[src/rtl/ofsld_pkg.sv]
package ofsld_pkg;

  // Which offset the next read-back request returns
  typedef enum logic {
    RB_EMPTY = 1'b0,
    RB_FULL  = 1'b1
  } rb_sel_e;

  // Number of serial bits in one complete load
  function automatic int unsigned chain_len(input int unsigned w);
    return 2 * w;
  endfunction

  // Reset default chosen by the select input
  function automatic logic [31:0] pick_default(input logic sel,
                                               input logic [31:0] lo,
                                               input logic [31:0] hi);
    return sel ? hi : lo;
  endfunction

endpackage

[src/rtl/ofsld_chain.sv]
module ofsld_chain
  import ofsld_pkg::*;
#(
  parameter int unsigned OFS_W   = 17,
  parameter int unsigned DFLT_LO = 32'h0000_007F,
  parameter int unsigned DFLT_HI = 32'h0000_03FF
) (
  input  logic             clk,
  input  logic             mrst,
  input  logic             dflt_sel,
  input  logic             shift_fire,
  input  logic             ser_bit,
  output logic [OFS_W-1:0] empty_ofs,
  output logic [OFS_W-1:0] full_ofs
);
  localparam int unsigned LEN = chain_len(OFS_W);

  logic [LEN-1:0]   chain_q;
  logic [OFS_W-1:0] dflt_val;

  assign dflt_val = OFS_W'(pick_default(dflt_sel, DFLT_LO, DFLT_HI));

  always_ff @(posedge clk) begin
    if (mrst) begin
      chain_q <= {dflt_val, dflt_val};
    end else if (shift_fire) begin
      chain_q <= {ser_bit, chain_q[LEN-1:1]};
    end
  end

  assign empty_ofs = chain_q[OFS_W-1:0];
  assign full_ofs  = chain_q[LEN-1:OFS_W];

  // Without a shift or master reset the chain must not move
  assert_hold_R1: assert property (@(posedge clk) disable iff (mrst)
    !shift_fire |=> $stable(chain_q));

  // A shift places the new bit at the chain head
  assert_head_R2: assert property (@(posedge clk) disable iff (mrst)
    shift_fire |=> (full_ofs[OFS_W-1] == $past(ser_bit)));

endmodule

[src/rtl/ofsld_bitpos.sv]
module ofsld_bitpos #(
  parameter int unsigned LEN = 34
) (
  input  logic clk,
  input  logic mrst,
  input  logic prst,
  input  logic shift_fire,
  output logic load_done
);
  localparam int unsigned PW = (LEN > 1) ? $clog2(LEN) : 1;
  localparam logic [PW-1:0] LAST = PW'(LEN - 1);

  logic [PW-1:0] pos_q;
  logic          done_q;
  logic          final_bit;

  assign final_bit = shift_fire && (pos_q == LAST);

  always_ff @(posedge clk) begin
    if (mrst || prst) begin
      pos_q  <= '0;
      done_q <= 1'b0;
    end else begin
      done_q <= final_bit;
      if (shift_fire) begin
        pos_q <= final_bit ? '0 : pos_q + 1'b1;
      end
    end
  end

  assign load_done = done_q;

  // Completion is a single-cycle pulse
  assert_done_pulse_R6: assert property (@(posedge clk) disable iff (mrst)
    load_done |=> !load_done);

  // Partial reset restarts the position
  assert_prst_clear_R5: assert property (@(posedge clk) disable iff (mrst)
    prst |=> (pos_q == '0));

  // Position holds while no bit is accepted
  assert_pos_hold_R7: assert property (@(posedge clk) disable iff (mrst)
    (!shift_fire && !prst) |=> $stable(pos_q));

  // Position wraps after the final bit
  assert_wrap_R3: assert property (@(posedge clk) disable iff (mrst)
    (final_bit && !prst) |=> (pos_q == '0));

endmodule

[src/rtl/ofsld_readback.sv]
module ofsld_readback
  import ofsld_pkg::*;
#(
  parameter int unsigned OFS_W = 17
) (
  input  logic             clk,
  input  logic             mrst,
  input  logic             prst,
  input  logic             rd_req,
  input  logic [OFS_W-1:0] empty_ofs,
  input  logic [OFS_W-1:0] full_ofs,
  output logic             rd_valid,
  output logic [OFS_W-1:0] rd_data
);
  rb_sel_e          rptr_q;
  logic             valid_q;
  logic [OFS_W-1:0] data_q;

  always_ff @(posedge clk) begin
    if (mrst || prst) begin
      rptr_q  <= RB_EMPTY;
      valid_q <= 1'b0;
      data_q  <= '0;
    end else begin
      valid_q <= rd_req;
      if (rd_req) begin
        data_q <= (rptr_q == RB_FULL) ? full_ofs : empty_ofs;
        rptr_q <= (rptr_q == RB_FULL) ? RB_EMPTY : RB_FULL;
      end
    end
  end

  assign rd_valid = valid_q;
  assign rd_data  = data_q;

  // Every request yields a valid word next cycle
  assert_rd_valid_R8: assert property (@(posedge clk) disable iff (mrst)
    (rd_req && !prst) |=> rd_valid);

  // The selected register alternates per request
  assert_rptr_alt_R8: assert property (@(posedge clk) disable iff (mrst)
    (rd_req && !prst) |=> (rptr_q != $past(rptr_q)));

endmodule

[src/rtl/ofs_serial_loader.sv]
module ofs_serial_loader
  import ofsld_pkg::*;
#(
  parameter int unsigned OFS_W   = 17,
  parameter int unsigned DFLT_LO = 32'h0000_007F,
  parameter int unsigned DFLT_HI = 32'h0000_03FF
) (
  input  logic             clk,
  input  logic             mrst,
  input  logic             prst,
  input  logic             dflt_sel,
  input  logic             ser_en,
  input  logic             ser_ld,
  input  logic             ser_bit,
  input  logic             rd_req,
  output logic [OFS_W-1:0] empty_ofs,
  output logic [OFS_W-1:0] full_ofs,
  output logic             load_done,
  output logic             rd_valid,
  output logic [OFS_W-1:0] rd_data
);
  localparam int unsigned LEN = chain_len(OFS_W);

  // Named event: one serial bit accepted at this edge
  logic shift_fire;
  assign shift_fire = ser_en && ser_ld && !prst;

  ofsld_chain #(
    .OFS_W  (OFS_W),
    .DFLT_LO(DFLT_LO),
    .DFLT_HI(DFLT_HI)
  ) chain_i (
    .clk       (clk),
    .mrst      (mrst),
    .dflt_sel  (dflt_sel),
    .shift_fire(shift_fire),
    .ser_bit   (ser_bit),
    .empty_ofs (empty_ofs),
    .full_ofs  (full_ofs)
  );

  ofsld_bitpos #(
    .LEN(LEN)
  ) bitpos_i (
    .clk       (clk),
    .mrst      (mrst),
    .prst      (prst),
    .shift_fire(shift_fire),
    .load_done (load_done)
  );

  ofsld_readback #(
    .OFS_W(OFS_W)
  ) readback_i (
    .clk      (clk),
    .mrst     (mrst),
    .prst     (prst),
    .rd_req   (rd_req),
    .empty_ofs(empty_ofs),
    .full_ofs (full_ofs),
    .rd_valid (rd_valid),
    .rd_data  (rd_data)
  );

  // Partial reset must not disturb the offsets
  assert_prst_keep_R5: assert property (@(posedge clk) disable iff (mrst)
    prst |=> ($stable(empty_ofs) && $stable(full_ofs)));

endmodule

[config.mk]
export PLATFORM = sky130hd
export DESIGN_NAME = ofs_serial_loader
export DESIGN_NICKNAME = d
export VERILOG_FILES = /design/src/rtl/ofsld_pkg.sv /design/src/rtl/ofsld_chain.sv /design/src/rtl/ofsld_bitpos.sv /design/src/rtl/ofsld_readback.sv /design/src/rtl/ofs_serial_loader.sv
export SDC_FILE = /design/constraint.sdc
export NUM_CORES = 1
export LEC_CHECK = 0
export ABC_AREA = 1
export BUFFER_PORTS_ARGS = -buffer_cell sky130_fd_sc_hd__buf_2
export CAP_MARGIN = 20
export CORE_UTILIZATION = 35
export CTS_BUF_LIST = sky130_fd_sc_hd__clkbuf_16
export DETAILED_ROUTE_END_ITERATION = 6
export GPL_TIMING_DRIVEN = 0
export PLACE_DENSITY = 0.55
export RECOVER_POWER = 50
export SYNTH_ARGS = -nofsm -noshare
export SYNTH_HDL_FRONTEND = slang
export SYNTH_HIERARCHICAL = 1
export SYNTH_SLANG_ARGS = --single-unit
[constraint.sdc]
create_clock -name clk -period 3.4 [get_ports clk]
set_input_delay 0.68 -clock clk [delete_from_list [all_inputs] [get_ports clk]]
set_output_delay 0.68 -clock clk [all_outputs]
set_load 0.01 [all_outputs]
==> flow_summary.yaml <==
outcome:
  status: "complete, no violations"
logic_synthesis:
  yosysSeqAreaShare_pct: 58.09
  synthTopCellsByCount: "72 x nor2_1, 52 x nand2_1, 41 x inv_1, 34 x edfxtp_1, 26 x dfxtp_1"
  synth.most_common_cell: "nor2_1"
  synth_top_area_share_pct: 38.47
  synth_ff_type: "edfxtp_1"
  ys_warn_count: 6
  synth_top_family_by_area: "simple AND/OR/NAND/NOR gates"
  synth_fa_ha_area_share_pct: 0.9430
  synth.area.mux_share_pct: 0
  yosys.area.top_type: "edfxtp_1"
  yosys.area_share.simple_pct: 25.51
  synthCells: 296
  synth_nets: 306
  synth_seq_cells: 60
  synth_compound_area_share_pct: 4.149
  syn-cell-area_sq_mm: 0.002654
  yosysUniqueCellTypes: 21
  synth-edff-count: 34
  async_reset_ff_share_pct: 0
  synthTopCellsByArea: "edfxtp_1 38%, dfxtp_1 20%, nor2_1 10%"
  syn_area_per_cell_sq_um: 8.966
  synth-xor-area-share_pct: 0.6601
setup_path:
  max_stage_delay_ns: 0.74
  startpoint_type: "input pin"
  crit_path_frequent_cell: "clkbuf_1"
  critPathRequiredTime_ns: 3.34
  rr_endpoint: "bitpos_i/pos_q[1]"
  crit_path_top_delay_cell: "or2_2"
  end_kind: "flop"
  r2r_start: "bitpos_i/pos_q[0]"
  crit_chain: "clkbuf_1 > clkbuf_1 > or2_2"
  critPathMaxFanout: 34
  reg2reg_slack_ns: 2.19
  arrival_ns: 2.07
  crit_type: "in -> reg"
  r2r_cells: 6
run:
  drv_cap: 0
global_routing:
  grt_pass1_wl_um: 8997
  grt_max_degree: 35
  grtUsageTotal_pct: 15.43
  grt_overflow_total: 0
  antenna_found_initial: 0
  grt_pass1_vias: 1817
clock_tree:
  clk_transition_reported_paths_ns: 0.06
  post_cts_resized: 0
  cts_root_buffer: "clkbuf_16"
  cts_tree: "done"
  clk_path_buf_depth: 2
  holdBufCountCts: 0
  post_cts_buffers: 0
  clk_latency_ns: 0.32
  htreeDepth: 3
  cts_sinks: 60
  cts_buffers: 9
detailed_routing:
  wl_per_cell_um: 12.10
  num_vias: 1989
  drt_first_pass_iters: 4
  ant_nets: 0
  routed_wl_um: 5687
  drtIter0Drc: 86
  route.detailed.drc: 0
  routed_via_density: 4.232
layout:
  postLayoutCellArea_sq_mm: 0.003301
  antenna_cells: 0
  fin_cells: 470
  drive_above_1_share_pct: 19.68
  syn_to_final_growth_pct: 24.38
  regArea_sq_mm: 0.001541
  fillers: 764
  nets: 376
  multi_input_area_sq_um: 807.0
floorplanning:
  initial_core_util_pct: 36.39
  num_rows: 31
  die_w_um: 89.08
  die_h_um: 89.08
  top_level_ports: 61
  core_area_sq_mm: 0.007292
  dieArea_sq_mm: 0.007934
sta:
  finalHoldViolations: 0
  clock.fmax_ghz: 0.4705
  hold_slack_ns: 0.5079
  clock_skew_ns: 0.005769
  tns_ns: 0
  slew_headroom_pct: 45.53
  tightest_slew_ns: 0.8171
  post-route-period-util_pct: 62.51
  rsz0062_at_grt: "no"
  setup_viol: 0
  period_needed_ns: 2.125
  slew_violations: 0
pwr:
  p_leak_nw: 1.459
  powerDensity_mw_per_mm2: 567.4
  ir_drop_uv: 250.7
placement:
  io_buffers: 59
  gp_congestion: 0.8449
  place_hpwl_um: 3922
  place_area_sq_mm: 0.003073
  place_inst: 454
min_path:
  holdPathStages: 2
  hold_path_end: "readback_i/rd_data[0]"
  hp-start: "readback_i/rd_data[0]"
  hold_path_class: "reg -> reg"
## worst max-delay path, delay by kind of cell
family	cells	cell delay (ns)
and+or+nand+nor	1	0.74
buffers and inverters	2	0.63
## kinds of logic after synthesis
family                     after synthesis
DFF                                     60
AOI/OAI and AO/OA                       22
xor gates and xnor gates                 2
buffers and inverters                   53
adders and majority gates                2
and+or+nand+nor                        157
## placed cells by master, fill, tap and decap left out
cell type	n
nor2_1	76
nand2_1	53
buf_2	44
inv_1	41
edfxtp_1	34
dfxtp_1	26
clkbuf_1	19
o21ai_0	17
or2_1	16
clkbuf_16	9
nand3_1	7
a21oi_1	3
clkinvlp_4	3
clkinv_2	3
buf_4	3
buf_8	3
xnor2_1	2
ha_1	2
buf_6	2
o21ai_1	2
nor2_2	2
nand2_2	1
nor3_2	1
or2_2	1
bufinv_16	1
## per-stage QoR
stage	utilization (%)	total power [mW]	setup slack, ns
2_1_floorplan	-	0.9524	1.277
3_3_place_gp	42.14	1.018	0.7139
3_5_place_dp	42.14	1.020	1.205
4_1_cts	46.16	1.902	1.541
5_1_grt	45.26	1.954	1.102
6_report	45.26	1.873	1.275
## where the power goes
part           switching, mW  total (mW)  internal [mW]
combinational         0.0989       0.159         0.0601
sequential            0.0247       0.835          0.810
clock                  0.317       0.879          0.562
## per-layer routing
metal  track usage (%)  share of wire (%)  vias to the layer above
li1                  -                  -                     1053
met1             20.41                 48                      884
met2             23.92                 46                       46
met3             3.970                4.7                        6
met4             6.926                1.1                        0
met5                 0                  0                        -
## how the worst max path moves through the flow
stage | from | endpoint | slack (ns) | cells past startpoint
5_1_grt | mrst | chain_i/chain_q[15] | 1.10 | 3
3_5_place_dp | prst | chain_i/chain_q[5] | 1.21 | 3
2_1_floorplan | ser_en | chain_i/chain_q[0] | 1.28 | 3
6_report | mrst | chain_i/chain_q[1] | 1.27 | 3
3_3_place_gp | prst | chain_i/chain_q[20] | 0.71 | 3
4_1_cts | prst | chain_i/chain_q[15] | 1.54 | 3
## sequential cells by signal (all words and copies together), names as in the netlist
signal / flops
chain_i/chain_q: 34
readback_i/rd_data: 17
bitpos_i/pos_q: 6
bitpos_i/load_done: 1
readback_i/rd_valid: 1
readback_i/rptr_q: 1
## cell type report
class / instances / share of cell area [%]
inverters: 41 / 4.663
multi-input cells: 183 / 24.45
well taps: 99 / 3.753
clock inverters: 7 / 2.047
flip-flops and latches: 60 / 46.70
clock buffers: 9 / 6.823
plain buffers: 12 / 3.184
repair buffers: 59 / 8.378
Note: power is estimated with default switching activity, not from simulation.
